==> src/rtl/blkc_pkg.sv <==
// Shared constants, state type and stub cipher transforms for the
// block-cipher register front end. Assumes a 64-bit block made of two
// 32-bit bus words.
package blkc_pkg;
    parameter int ADDR_W  = 8;
    parameter int WORD_W  = 32;
    parameter int BLK_W   = 2 * WORD_W;
    parameter int NKEY    = 6;

    parameter logic [ADDR_W-1:0] A_KEYBASE = 8'h14;
    parameter logic [ADDR_W-1:0] A_IV0     = 8'h18;
    parameter logic [ADDR_W-1:0] A_IV1     = 8'h1C;
    parameter logic [ADDR_W-1:0] A_CTRL    = 8'h20;
    parameter logic [ADDR_W-1:0] A_LEN     = 8'h24;
    parameter logic [ADDR_W-1:0] A_DATA0   = 8'h28;
    parameter logic [ADDR_W-1:0] A_DATA1   = 8'h2C;
    parameter logic [ADDR_W-1:0] A_REV     = 8'h30;
    parameter logic [ADDR_W-1:0] A_MASK    = 8'h34;
    parameter logic [ADDR_W-1:0] A_STAT    = 8'h3C;
    parameter logic [ADDR_W-1:0] A_IEN     = 8'h40;

    typedef enum logic [1:0] {
        ST_READY = 2'd0,
        ST_BUSY  = 2'd1,
        ST_DONE  = 2'd2
    } blk_state_e;

    // Stub forward transform: key mix, then one-bit left rotate.
    function automatic logic [BLK_W-1:0] stub_fwd(input logic [BLK_W-1:0] x,
                                                  input logic [BLK_W-1:0] k);
        logic [BLK_W-1:0] t;
        t = x ^ k;
        return {t[BLK_W-2:0], t[BLK_W-1]};
    endfunction

    // Stub inverse transform: one-bit right rotate, then key mix.
    function automatic logic [BLK_W-1:0] stub_inv(input logic [BLK_W-1:0] x,
                                                  input logic [BLK_W-1:0] k);
        return {x[0], x[BLK_W-1:1]} ^ k;
    endfunction
endpackage

==> src/rtl/blkc_keybank.sv <==
// Key register bank. Holds NKEY bus words at descending, pair-swapped
// addresses and folds them into one block-wide key: the first pair alone
// in single-key mode, all pairs XORed in triple-key mode.
// Assumes NKEY is even and at least 2.
module blkc_keybank
    import blkc_pkg::*;
#(
    parameter int N_WORDS = NKEY
) (
    input  logic              clk,
    input  logic              rst_n,
    input  logic              wr_en,
    input  logic [ADDR_W-1:0] addr,
    input  logic [WORD_W-1:0] wdata,
    input  logic              triple,
    output logic [BLK_W-1:0]  key_mix
);
    localparam int N_PAIRS = N_WORDS / 2;

    logic [WORD_W-1:0] key_q [N_WORDS];

    for (genvar i = 0; i < N_WORDS; i++) begin : g_word
        localparam logic [ADDR_W-1:0] WADDR =
            ADDR_W'(int'(A_KEYBASE) - ((i ^ 1) * 4));
        // Capture key word i when its own address is written.
        always_ff @(posedge clk) begin
            if (!rst_n)
                key_q[i] <= '0;
            else if (wr_en && addr == WADDR)
                key_q[i] <= wdata;
        end
    end

    // Fold the stored pairs into the key the engine uses.
    always_comb begin
        key_mix = {key_q[0], key_q[1]};
        if (triple) begin
            for (int p = 1; p < N_PAIRS; p++)
                key_mix = key_mix ^ {key_q[2*p], key_q[2*p+1]};
        end
    end
endmodule

==> src/rtl/blkc_core_stub.sv <==
// Stand-in for the cipher engine. Captures a block, key and direction
// on start and raises done for one cycle LAT edges later, with the
// transformed block on blk_out. Assumes LAT >= 1 and no start while busy.
module blkc_core_stub
    import blkc_pkg::*;
#(
    parameter int LAT = 4
) (
    input  logic             clk,
    input  logic             rst_n,
    input  logic             start,
    input  logic             dir_enc,
    input  logic [BLK_W-1:0] blk_in,
    input  logic [BLK_W-1:0] key_in,
    output logic             done,
    output logic [BLK_W-1:0] blk_out
);
    localparam int CNT_W = $clog2(LAT + 1);

    logic             busy_q;
    logic [CNT_W-1:0] cnt_q;
    logic [BLK_W-1:0] data_q;
    logic [BLK_W-1:0] key_q;
    logic             dir_q;

    // Latency counter: load on start, count down, release at zero.
    always_ff @(posedge clk) begin
        if (!rst_n) begin
            busy_q <= 1'b0;
            cnt_q  <= '0;
        end else if (start) begin
            busy_q <= 1'b1;
            cnt_q  <= CNT_W'(LAT - 1);
        end else if (busy_q) begin
            if (cnt_q == '0)
                busy_q <= 1'b0;
            else
                cnt_q <= cnt_q - 1'b1;
        end
    end

    // Operand capture at start.
    always_ff @(posedge clk) begin
        if (!rst_n) begin
            data_q <= '0;
            key_q  <= '0;
            dir_q  <= 1'b0;
        end else if (start) begin
            data_q <= blk_in;
            key_q  <= key_in;
            dir_q  <= dir_enc;
        end
    end

    assign done    = busy_q && (cnt_q == '0);
    assign blk_out = dir_q ? stub_fwd(data_q, key_q) : stub_inv(data_q, key_q);
endmodule

==> src/rtl/blkc_regfront.sv <==
// Memory-mapped front end for a 64-bit block cipher. Decodes the
// register map, sequences one block at a time (ready -> busy -> done),
// applies CBC chaining around the engine, keeps write-one-to-clear
// interrupt status and drives DMA request lines from a byte counter.
// Assumes single-cycle bus accesses; a read of the second data word
// while a result waits is the hand-back of that result.
module blkc_regfront
    import blkc_pkg::*;
#(
    parameter int          LAT       = 4,
    parameter int unsigned REV_MAJOR = 2,
    parameter int unsigned REV_MINOR = 5
) (
    input  logic              clk,
    input  logic              rst_n,
    input  logic              bus_wr,
    input  logic              bus_rd,
    input  logic [ADDR_W-1:0] bus_addr,
    input  logic [WORD_W-1:0] bus_wdata,
    output logic [WORD_W-1:0] bus_rdata,
    output logic              irq,
    output logic              dma_in_req,
    output logic              dma_out_req
);
    localparam int BLK_BYTES = BLK_W / 8;
    localparam logic [WORD_W-1:0] LEN_STEP = WORD_W'(BLK_BYTES);

    blk_state_e        st_q;
    logic              ctrl_cbc, ctrl_tdes, ctrl_enc;
    logic              run_cbc, run_enc;
    logic [WORD_W-1:0] din0_q;
    logic [BLK_W-1:0]  res_q, iv_q, ct_q;
    logic [WORD_W-1:0] len_q;
    logic              dma_in_en, dma_out_en;
    logic              stat_in_q, stat_out_q;
    logic              en_in_q, en_out_q;

    logic              start, hand_back, core_done;
    logic [BLK_W-1:0]  blk_new, core_in, core_out, key_mix;

    assign start     = bus_wr && bus_addr == A_DATA1 && st_q == ST_READY;
    assign hand_back = bus_rd && bus_addr == A_DATA1 && st_q == ST_DONE;
    assign blk_new   = {din0_q, bus_wdata};
    assign core_in   = (ctrl_cbc && ctrl_enc) ? (blk_new ^ iv_q) : blk_new;

    blkc_keybank u_keys (
        .clk     (clk),
        .rst_n   (rst_n),
        .wr_en   (bus_wr),
        .addr    (bus_addr),
        .wdata   (bus_wdata),
        .triple  (ctrl_tdes),
        .key_mix (key_mix)
    );

    blkc_core_stub #(.LAT(LAT)) u_core (
        .clk     (clk),
        .rst_n   (rst_n),
        .start   (start),
        .dir_enc (ctrl_enc),
        .blk_in  (core_in),
        .key_in  (key_mix),
        .done    (core_done),
        .blk_out (core_out)
    );

    // Block sequencer: ready -> busy on start, busy -> done on engine
    // completion, done -> ready on hand-back.
    always_ff @(posedge clk) begin
        if (!rst_n)
            st_q <= ST_READY;
        else if (start)
            st_q <= ST_BUSY;
        else if (core_done)
            st_q <= ST_DONE;
        else if (hand_back)
            st_q <= ST_READY;
    end

    // Mode control register and the mode latched for the running block.
    always_ff @(posedge clk) begin
        if (!rst_n) begin
            ctrl_cbc  <= 1'b0;
            ctrl_tdes <= 1'b0;
            ctrl_enc  <= 1'b0;
            run_cbc   <= 1'b0;
            run_enc   <= 1'b0;
        end else begin
            if (bus_wr && bus_addr == A_CTRL) begin
                ctrl_cbc  <= bus_wdata[4];
                ctrl_tdes <= bus_wdata[3];
                ctrl_enc  <= bus_wdata[2];
            end
            if (start) begin
                run_cbc <= ctrl_cbc;
                run_enc <= ctrl_enc;
            end
        end
    end

    // First data word and the incoming block kept for CBC decryption.
    always_ff @(posedge clk) begin
        if (!rst_n) begin
            din0_q <= '0;
            ct_q   <= '0;
        end else begin
            if (bus_wr && bus_addr == A_DATA0 && st_q == ST_READY)
                din0_q <= bus_wdata;
            if (start)
                ct_q <= blk_new;
        end
    end

    // Result register and IV chaining; engine completion beats host IV writes.
    always_ff @(posedge clk) begin
        if (!rst_n) begin
            res_q <= '0;
            iv_q  <= '0;
        end else if (core_done) begin
            res_q <= (run_cbc && !run_enc) ? (core_out ^ iv_q) : core_out;
            if (run_cbc)
                iv_q <= run_enc ? core_out : ct_q;
        end else if (bus_wr && bus_addr == A_IV0) begin
            iv_q[BLK_W-1:WORD_W] <= bus_wdata;
        end else if (bus_wr && bus_addr == A_IV1) begin
            iv_q[WORD_W-1:0] <= bus_wdata;
        end
    end

    // Byte length counter and DMA mask bits.
    always_ff @(posedge clk) begin
        if (!rst_n) begin
            len_q      <= '0;
            dma_in_en  <= 1'b0;
            dma_out_en <= 1'b0;
        end else begin
            if (bus_wr && bus_addr == A_LEN)
                len_q <= bus_wdata;
            else if (hand_back)
                len_q <= (len_q >= LEN_STEP) ? (len_q - LEN_STEP) : '0;
            if (bus_wr && bus_addr == A_MASK) begin
                dma_in_en  <= bus_wdata[5];
                dma_out_en <= bus_wdata[6];
            end
        end
    end

    // Interrupt status (set by events, write-one clear, set wins) and enables.
    always_ff @(posedge clk) begin
        if (!rst_n) begin
            stat_in_q  <= 1'b1;
            stat_out_q <= 1'b0;
            en_in_q    <= 1'b0;
            en_out_q   <= 1'b0;
        end else begin
            if (hand_back)
                stat_in_q <= 1'b1;
            else if (bus_wr && bus_addr == A_STAT && bus_wdata[1])
                stat_in_q <= 1'b0;
            if (core_done)
                stat_out_q <= 1'b1;
            else if (bus_wr && bus_addr == A_STAT && bus_wdata[2])
                stat_out_q <= 1'b0;
            if (bus_wr && bus_addr == A_IEN) begin
                en_in_q  <= bus_wdata[1];
                en_out_q <= bus_wdata[2];
            end
        end
    end

    // Register read multiplexer; key words read as zero.
    always_comb begin
        bus_rdata = '0;
        case (bus_addr)
            A_IV0:   bus_rdata = iv_q[BLK_W-1:WORD_W];
            A_IV1:   bus_rdata = iv_q[WORD_W-1:0];
            A_CTRL: begin
                bus_rdata[4] = ctrl_cbc;
                bus_rdata[3] = ctrl_tdes;
                bus_rdata[2] = ctrl_enc;
                bus_rdata[1] = (st_q == ST_READY);
                bus_rdata[0] = (st_q == ST_DONE);
            end
            A_LEN:   bus_rdata = len_q;
            A_DATA0: bus_rdata = res_q[BLK_W-1:WORD_W];
            A_DATA1: bus_rdata = res_q[WORD_W-1:0];
            A_REV: begin
                bus_rdata[10:8] = 3'(REV_MAJOR);
                bus_rdata[5:0]  = 6'(REV_MINOR);
            end
            A_MASK: begin
                bus_rdata[6] = dma_out_en;
                bus_rdata[5] = dma_in_en;
            end
            A_STAT: begin
                bus_rdata[2] = stat_out_q;
                bus_rdata[1] = stat_in_q;
            end
            A_IEN: begin
                bus_rdata[2] = en_out_q;
                bus_rdata[1] = en_in_q;
            end
            default: bus_rdata = '0;
        endcase
    end

    assign irq         = (stat_in_q && en_in_q) || (stat_out_q && en_out_q);
    assign dma_in_req  = dma_in_en  && (len_q != '0) && (st_q == ST_READY);
    assign dma_out_req = dma_out_en && (len_q != '0) && (st_q == ST_DONE);
endmodule

==> config.mk <==
export PLATFORM = sky130hd
export DESIGN_NAME = blkc_regfront
export DESIGN_NICKNAME = d
export VERILOG_FILES = /design/src/rtl/blkc_pkg.sv /design/src/rtl/blkc_keybank.sv /design/src/rtl/blkc_core_stub.sv /design/src/rtl/blkc_regfront.sv
export SDC_FILE = /design/constraint.sdc
export NUM_CORES = 1
export LEC_CHECK = 0
export CAP_MARGIN = 30
export CORE_MARGIN = 3
export CORE_UTILIZATION = 35
export CTS_BUF_LIST = sky130_fd_sc_hd__clkbuf_4
export CTS_CLUSTER_DIAMETER = 150
export CTS_CLUSTER_SIZE = 25
export DETAILED_ROUTE_END_ITERATION = 16
export GPL_TIMING_DRIVEN = 1
export HOLD_SLACK_MARGIN = 0.08
export PLACE_DENSITY = 0.59
export SYNTH_ARGS = -nofsm -noshare
export SYNTH_HDL_FRONTEND = slang
export SYNTH_SLANG_ARGS = --single-unit
==> constraint.sdc <==
create_clock -name clk -period 5.4 [get_ports clk]
set_clock_uncertainty 0.2 [all_clocks]
set_input_delay 1.35 -clock clk [delete_from_list [all_inputs] [get_ports clk]]
set_output_delay 1.35 -clock clk [all_outputs]
set_load 0.1 [all_outputs]
Word level (Yosys, flattened, before mapping)
Memory sizes are Yosys's and may differ from the RTL's.
Index checks and enable logic that the tools add are counted.
{"block": "classes", "n_addsub": 2, "order_cmp": 1, "eq_ne": 19, "mux": 57, "n_bitwise": 14, "n_reduce_logical": 49}
{"operator": "64-bit two-way mux", "count": 7}
{"operator": "32-bit two-way mux", "count": 12}
{"operator": "64-bit XOR", "count": 6}
{"operator": "21-bit case mux with 5 select lines", "count": 1}
{"operator": "8-bit by 6-bit == test with 1-bit output (second input constant)", "count": 7}
{"operator": "8-bit by 5-bit == test with 1-bit output (second input constant)", "count": 4}
{"operator": "32-bit by 4-bit >= comparator with 1-bit output (second input constant)", "count": 1}
{"operator": "32-bit nonzero test", "count": 1}
{"operator": "32-bit by 4-bit subtractor with 32-bit output (second input constant)", "count": 1}
{"operator": "1-bit logical AND", "count": 30}
{"operator": "1-bit two-way mux", "count": 25}
{"operator": "2-bit case mux with 9 select lines", "count": 1}
{"operator": "3-bit case mux with 6 select lines", "count": 1}
{"operator": "8-bit by 4-bit == test with 1-bit output (second input constant)", "count": 2}
{"operator": "1-bit case mux with 6 select lines", "count": 2}
{"operator": "2-bit case mux with 6 select lines", "count": 1}
{"operator": "2-bit nonzero test", "count": 6}
{"operator": "2-bit two-way mux", "count": 5}
{"operator": "8-bit by 3-bit == test with 1-bit output (second input constant)", "count": 1}
{"operator": "8-bit by 7-bit == test with 1-bit output (second input constant)", "count": 1}
{"operator": "8-bit logical NOT", "count": 1}
{"operator": "1-bit case mux with 7 select lines", "count": 1}
{"operator": "2-bit inequality test (second input constant)", "count": 3}
{"operator": "1-bit bitwise OR", "count": 6}
{"operator": "12 further kinds", "count": 16}
{"block": "word_totals", "ff_bits": 401, "mem_bits_rw": 192, "in_bits": 44, "output_inout_bits": 35, "word_cells": 167, "n_memories": 1}
{"name": "u_keys.key_q", "words": 6, "word_bits": 32, "rd": 6, "rd_ports_with_merged_regs": 0, "wr": 6, "line": "blkc_keybank.sv:20", "text": "logic [WORD_W-1:0] key_q [N_WORDS];"}

Longest topological paths before layout
{"block": "depth", "ltp_word": 6, "depth_mapped": 9, "ltp_nobuf": 7}

Cells and area by module
Synthesis repeated with hierarchy kept, for this count alone.
{"block": "unflattened", "hier_cells": 3102, "hier_area_um2": 29316.9}
{"mod": "blkc_regfront", "n_inst": 1, "cells_each": 1755, "area_each_um2": 13773.2, "seq_area_each_um2": 5385.2}
{"mod": "blkc_keybank", "n_inst": 1, "cells_each": 639, "area_each_um2": 8705.8, "seq_area_each_um2": 5765.5}
{"mod": "blkc_core_stub", "n_inst": 1, "cells_each": 708, "area_each_um2": 6837.8, "seq_area_each_um2": 2662.6}

Worst setup path after synthesis
Ideal clock, no wire load.
{"block": "synth_timing", "path_kind": "input to output", "start": "input port bus_addr[4]", "end": "output port bus_rdata[13]", "arrival_ns": 3.496, "required_ns": 3.850, "slack_ns": 0.354, "cell_stages": 6, "path_buffers": 2, "cell_sequence": "or4b_1 -> buf_2 -> nor2_1 -> clkbuf_1 -> a22oi_1 -> nand3_1"}
{"block": "synth_between", "elab_chain_cells": 2, "elab_cells_between_ends": 6, "cone_classes": "5 x eq/ne; 1 x mux"}
{"item": "start, declared", "line": "blkc_regfront.sv:18", "text": "input logic [ADDR_W-1:0] bus_addr,"}
{"item": "8-bit by 6-bit == test with 1-bit output / 8-bit by 5-bit == test with 1-bit output (equally long branches)", "line": "blkc_regfront.sv:174", "text": "case (bus_addr)"}
{"item": "21-bit case mux with 5 select lines (*)", "line": "blkc_regfront.sv:174"}
{"item": "end, declared", "line": "blkc_regfront.sv:20", "text": "output logic [WORD_W-1:0] bus_rdata,"}
Mark *: on every way between the ends. The rest lies on a longest branch, timed or not.

Worst setup path in the final report
{"block": "layout_timing", "start": "input port bus_addr[1]", "end": "output port bus_rdata[2]"}
{"block": "layout_between", "elab_chain_cells": 2, "elab_cells_between_ends": 10, "cone_classes": "9 x eq/ne; 1 x mux"}
{"item": "8-bit by 7-bit == test with 1-bit output, or another cell as far along", "line": "blkc_regfront.sv:174"}
{"item": "2-bit case mux with 9 select lines (*)", "line": "blkc_regfront.sv:174"}
Marks and branches as above.

==> impl_metrics.py <==
metrics = {
    "outcome": {
        "status": "finished clean",
    },
    "synth": {
        "synth_cells": 3154,
        "synthArstFlopShare_pct": 0,
        "ys_seq_area_share_pct": 47.7,
        "ys.flop_type": "dfxtp_1",
        "synth.ff_latch_count": 593,
        "yosys_warnings": 0,
        "synth_edf_count": 192,
        "synth.distinct_cells": 66,
        "syn_area_per_cell_um2": 9.16,
        "synthesis.nets": 3201,
        "synth_area_um2": 28900,
    },
    "global_route": {
        "use_met3_pct": 1.96,
        "grt-ovfl-total": 0,
        "use_met1_pct": 27.4,
        "grt_use_met2_pct": 32.1,
        "grt.busiest_layer": "met2",
        "antenna_found_initial": 8,
        "grt_pass1_vias": 21100,
        "grt_pass1_wl_um": 132000,
        "grt_max_degree": 162,
        "grtUsageTotal_pct": 19.5,
    },
    "worst_setup_path": {
        "startpoint_type": "input pin",
        "worstSetupPathType": "in2out",
        "arrival_ns": 3.64,
        "cpPeakStageDelay_ns": 0.67,
        "reg2reg_depth": 9,
        "critPathTopFamily": "buffers and inverters",
        "ff2ff_setup_slack_ns": 2.36,
        "cp_cell_sequence": "clkdlybuf4s50_1 -> or4b_4 -> nor2_4 -> buf_12 -> a22oi_1 -> nand3_1 -> a21o_1 -> buf_12",
        "critPathCaptureType": "primary output",
        "cp_max_fo": 33,
        "path_common_cell": "buf_12",
        "crit_required_ns": 3.85,
        "crit_buf_inv": 3,
        "path_depth": 8,
        "r2r_start": "u_core.cnt_q[0]$_SDFFE_PN0P_",
        "slowest_stage": "or4b_4",
        "timing.rr.end": "iv_q[10]$_SDFFE_PN0P_",
    },
    "placement": {
        "dpl.hpwl_um": 54900,
        "portBuffers": 78,
        "gp_congestion": 0.890,
        "post-place-cells": 4089,
    },
    "clocking": {
        "root_buffer": "clkbuf_4",
        "postCtsHoldBufs": 0,
        "clk_pin_slew_ns": 0.25,
        "cts_tree": "built",
        "h-tree-depth": 1,
        "cts_setup_buffers": 0,
        "insertion_delay_ns": 0.91,
        "cts.path.max_buffers": 3,
        "cts_buffers": 27,
        "cts_sinks": 593,
    },
    "timing": {
        "rsz0062_at_grt": "no",
        "hold_viol": 0,
        "final_max_slew_viol_count": 0,
        "setup_viol": 0,
        "timing.final.crit_period_ns": 5.19,
        "fin_crit_sh_pct": 96.1,
        "timing.fmax_mhz": 193,
        "worst_pin_slew_ns": 1.01,
        "setup-tns-final_ns": 0,
        "relSlewSlack_pct": 32.7,
    },
    "final_layout": {
        "area_delta_synth_final_pct": 9.17,
        "drive_above_1_share_pct": 8.90,
        "final_cells": 4145,
        "layout_common_cells": "nand2_1 (592), dfxtp_1 (398), nor2_1 (269)",
        "layout_commonest_cell": "nand2_1",
        "layout.nets": 3105,
        "nFillCells": 8063,
        "final_core_util_pct": 38.9,
    },
    "pwr": {
        "share_seq_of_total_power_pct": 69.0,
        "combPwrFrac_pct": 5.2,
        "p_leak_nw": 9.97,
        "switching_share_pct": 24.2,
        "p_switching_mw": 1.66,
        "p_int_mw": 5.19,
        "power_mw": 6.84,
        "pwr_density_cell_nw_per_um2": 217,
        "irDropWorstVdd_mv": 0.151,
        "p_clk_share_pct": 25.8,
    },
    "detailed_routing": {
        "ant_nets": 0,
        "first_pass_iters": 8,
        "drt_iter0_markers": 1965,
        "vias_per_cell": 5.44,
        "drt-total-wl_um": 86000,
        "drc_errors": 0,
        "num_vias": 22600,
        "wl_per_cell_um": 20.8,
    },
    "floorplanning": {
        "start_util_pct": 35.6,
        "num_rows": 104,
        "die_w_um": 293,
        "die_area_um2": 86100,
        "fp.dieH_um": 293,
        "io_pins": 79,
        "core_um2": 81200,
    },
    "run": {
        "maxCapViolations": 0,
    },
    "worst_hold_path": {
        "min_to": "ct_q[62]$_SDFFE_PN0P_",
        "hold_start": "ct_q[62]$_SDFFE_PN0P_",
        "worst_hold_path.num_cells": 2,
        "hp-class": "reg2reg",
    },
}
-- worst register-to-register path, delay by kind of cell, from the launching register on --
family | cells | cell delay, ns
buffers and inverters | 4 | 1.01
AO/OA/AOI/OAI | 2 | 0.91
flip-flops | 1 | 0.35
AND/OR/NAND/NOR | 2 | 0.28
adder cells (fa/ha/maj) | 1 | 0.22
-- repair_timing --
| action | CTS | global route |
|---|---|---|
| hold endpoints to repair | 0 | 0 |
| endpoints found under the setup margin | 0 | 1 |
| resized for setup | 0 | 3 |
-- flip-flops by register name, summed over array words and instances (netlist names), 2 cells and up --
signal,count
u_core.key_q,64
din0_q,32
iv_q,64
u_core.cnt_q,3
u_core.data_q,64
ct_q,64
res_q,64
u_keys.key_q,192
len_q,32
st_q,2
-- metrics by stage --
step / hold WS, ns / setup WS [ns] / cell area, um2
after floorplan: 0.236 / 0.354 / 28900
after global placement: 0.243 / 0.136 / 31100
after detailed placement: 0.247 / 0.110 / 31200
after CTS: 0.274 / 0.107 / 31500
after global routing: 0.286 / 0.121 / 31500
final: 0.272 / 0.211 / 31600
-- synth_stat cells, drive strengths merged (2+ instances only) --
library cell  instances  share of area (%)
a21boi                5               0.13
and2                198                4.3
clkbuf              191                2.5
nand2               592                7.7
a21oi               127                2.2
a32oi                 3              0.091
or4b                  4               0.14
nor3                 19               0.37
ha                    3               0.13
o31ai                 4               0.10
a31o                  2              0.061
nand4                63                1.4
mux2                  4               0.16
or2                   3              0.065
nand3                90                1.6
a222oi               14               0.48
o311ai                2              0.061
a22o                  4               0.12
a22oi                66                1.7
xnor2               134                4.1
a211oi              156                5.4
and3                  8               0.17
o22ai                 7               0.15
or4                   7               0.18
a21o                  3              0.078
o211a                16               0.55
a31oi                 2              0.065
or3                   6               0.13
nand3b                2              0.052
o211ai               65                1.7
xor2                214                6.5
a311oi               97                2.9
inv                   8               0.10
nor2b                 3              0.065
and4                  2              0.061
nor4                  9               0.29
dfxtp               401                 28
nor2                280                3.7
o21ai                46               0.80
nor4b                 3               0.11
nor3b                11               0.29
buf                  78                1.4
edfxtp              192                 20
-- layout make-up --
class,instances,area [um2],share of cell area (%)
clock buffers,48,360,1.14
repair buffers,144,1890,6.00
diodes,7,17.5,0.0555
multi-input cells,2284,14100,44.7
well taps,1060,1330,4.20
inverters,8,40.0,0.127
clock inverters,1,8.76,0.0278
flip-flops and latches,593,13800,43.7
-- power groups by stage --
stage | clock network (mW) | logic, mW | registers (mW)
finish | 1.77 | 0.355 | 4.72
global route | 1.95 | 0.382 | 4.74
CTS | 1.82 | 0.356 | 4.72
detailed placement | 0 | 0.354 | 4.81
global placement | 0 | 0.352 | 4.81
floorplan | 0 | 0.198 | 4.81
-- worst max path at each step --
stage	end	start	slack (ns)
global route	bus_rdata[2]	bus_addr[5]	0.12
finish	bus_rdata[2]	bus_addr[1]	0.21
detailed placement	bus_rdata[2]	bus_addr[1]	0.11
CTS	bus_rdata[2]	bus_addr[4]	0.11
floorplan	bus_rdata[13]	bus_addr[4]	0.35
global placement	bus_rdata[2]	bus_addr[4]	0.14
-- layer usage --
metal	vias to the layer above	part of all wire, %
li1	10800	-
met1	10900	45
met2	724	46
met3	125	6.4
met4	4	2.6
met5	-	0.029
-- logic make-up after synthesis --
kind of cell    count (synthesis)  share of synthesized area (%)
flops                         593                           47.7
xor+xnor                      348                           10.5
compound gates                623                           16.7
buf+inv                       277                           4.03
simple gates                 1305                           20.7
mux                             5                          0.190
fa+ha+maj                       3                          0.130
Power figures use the tool's default switching activity.
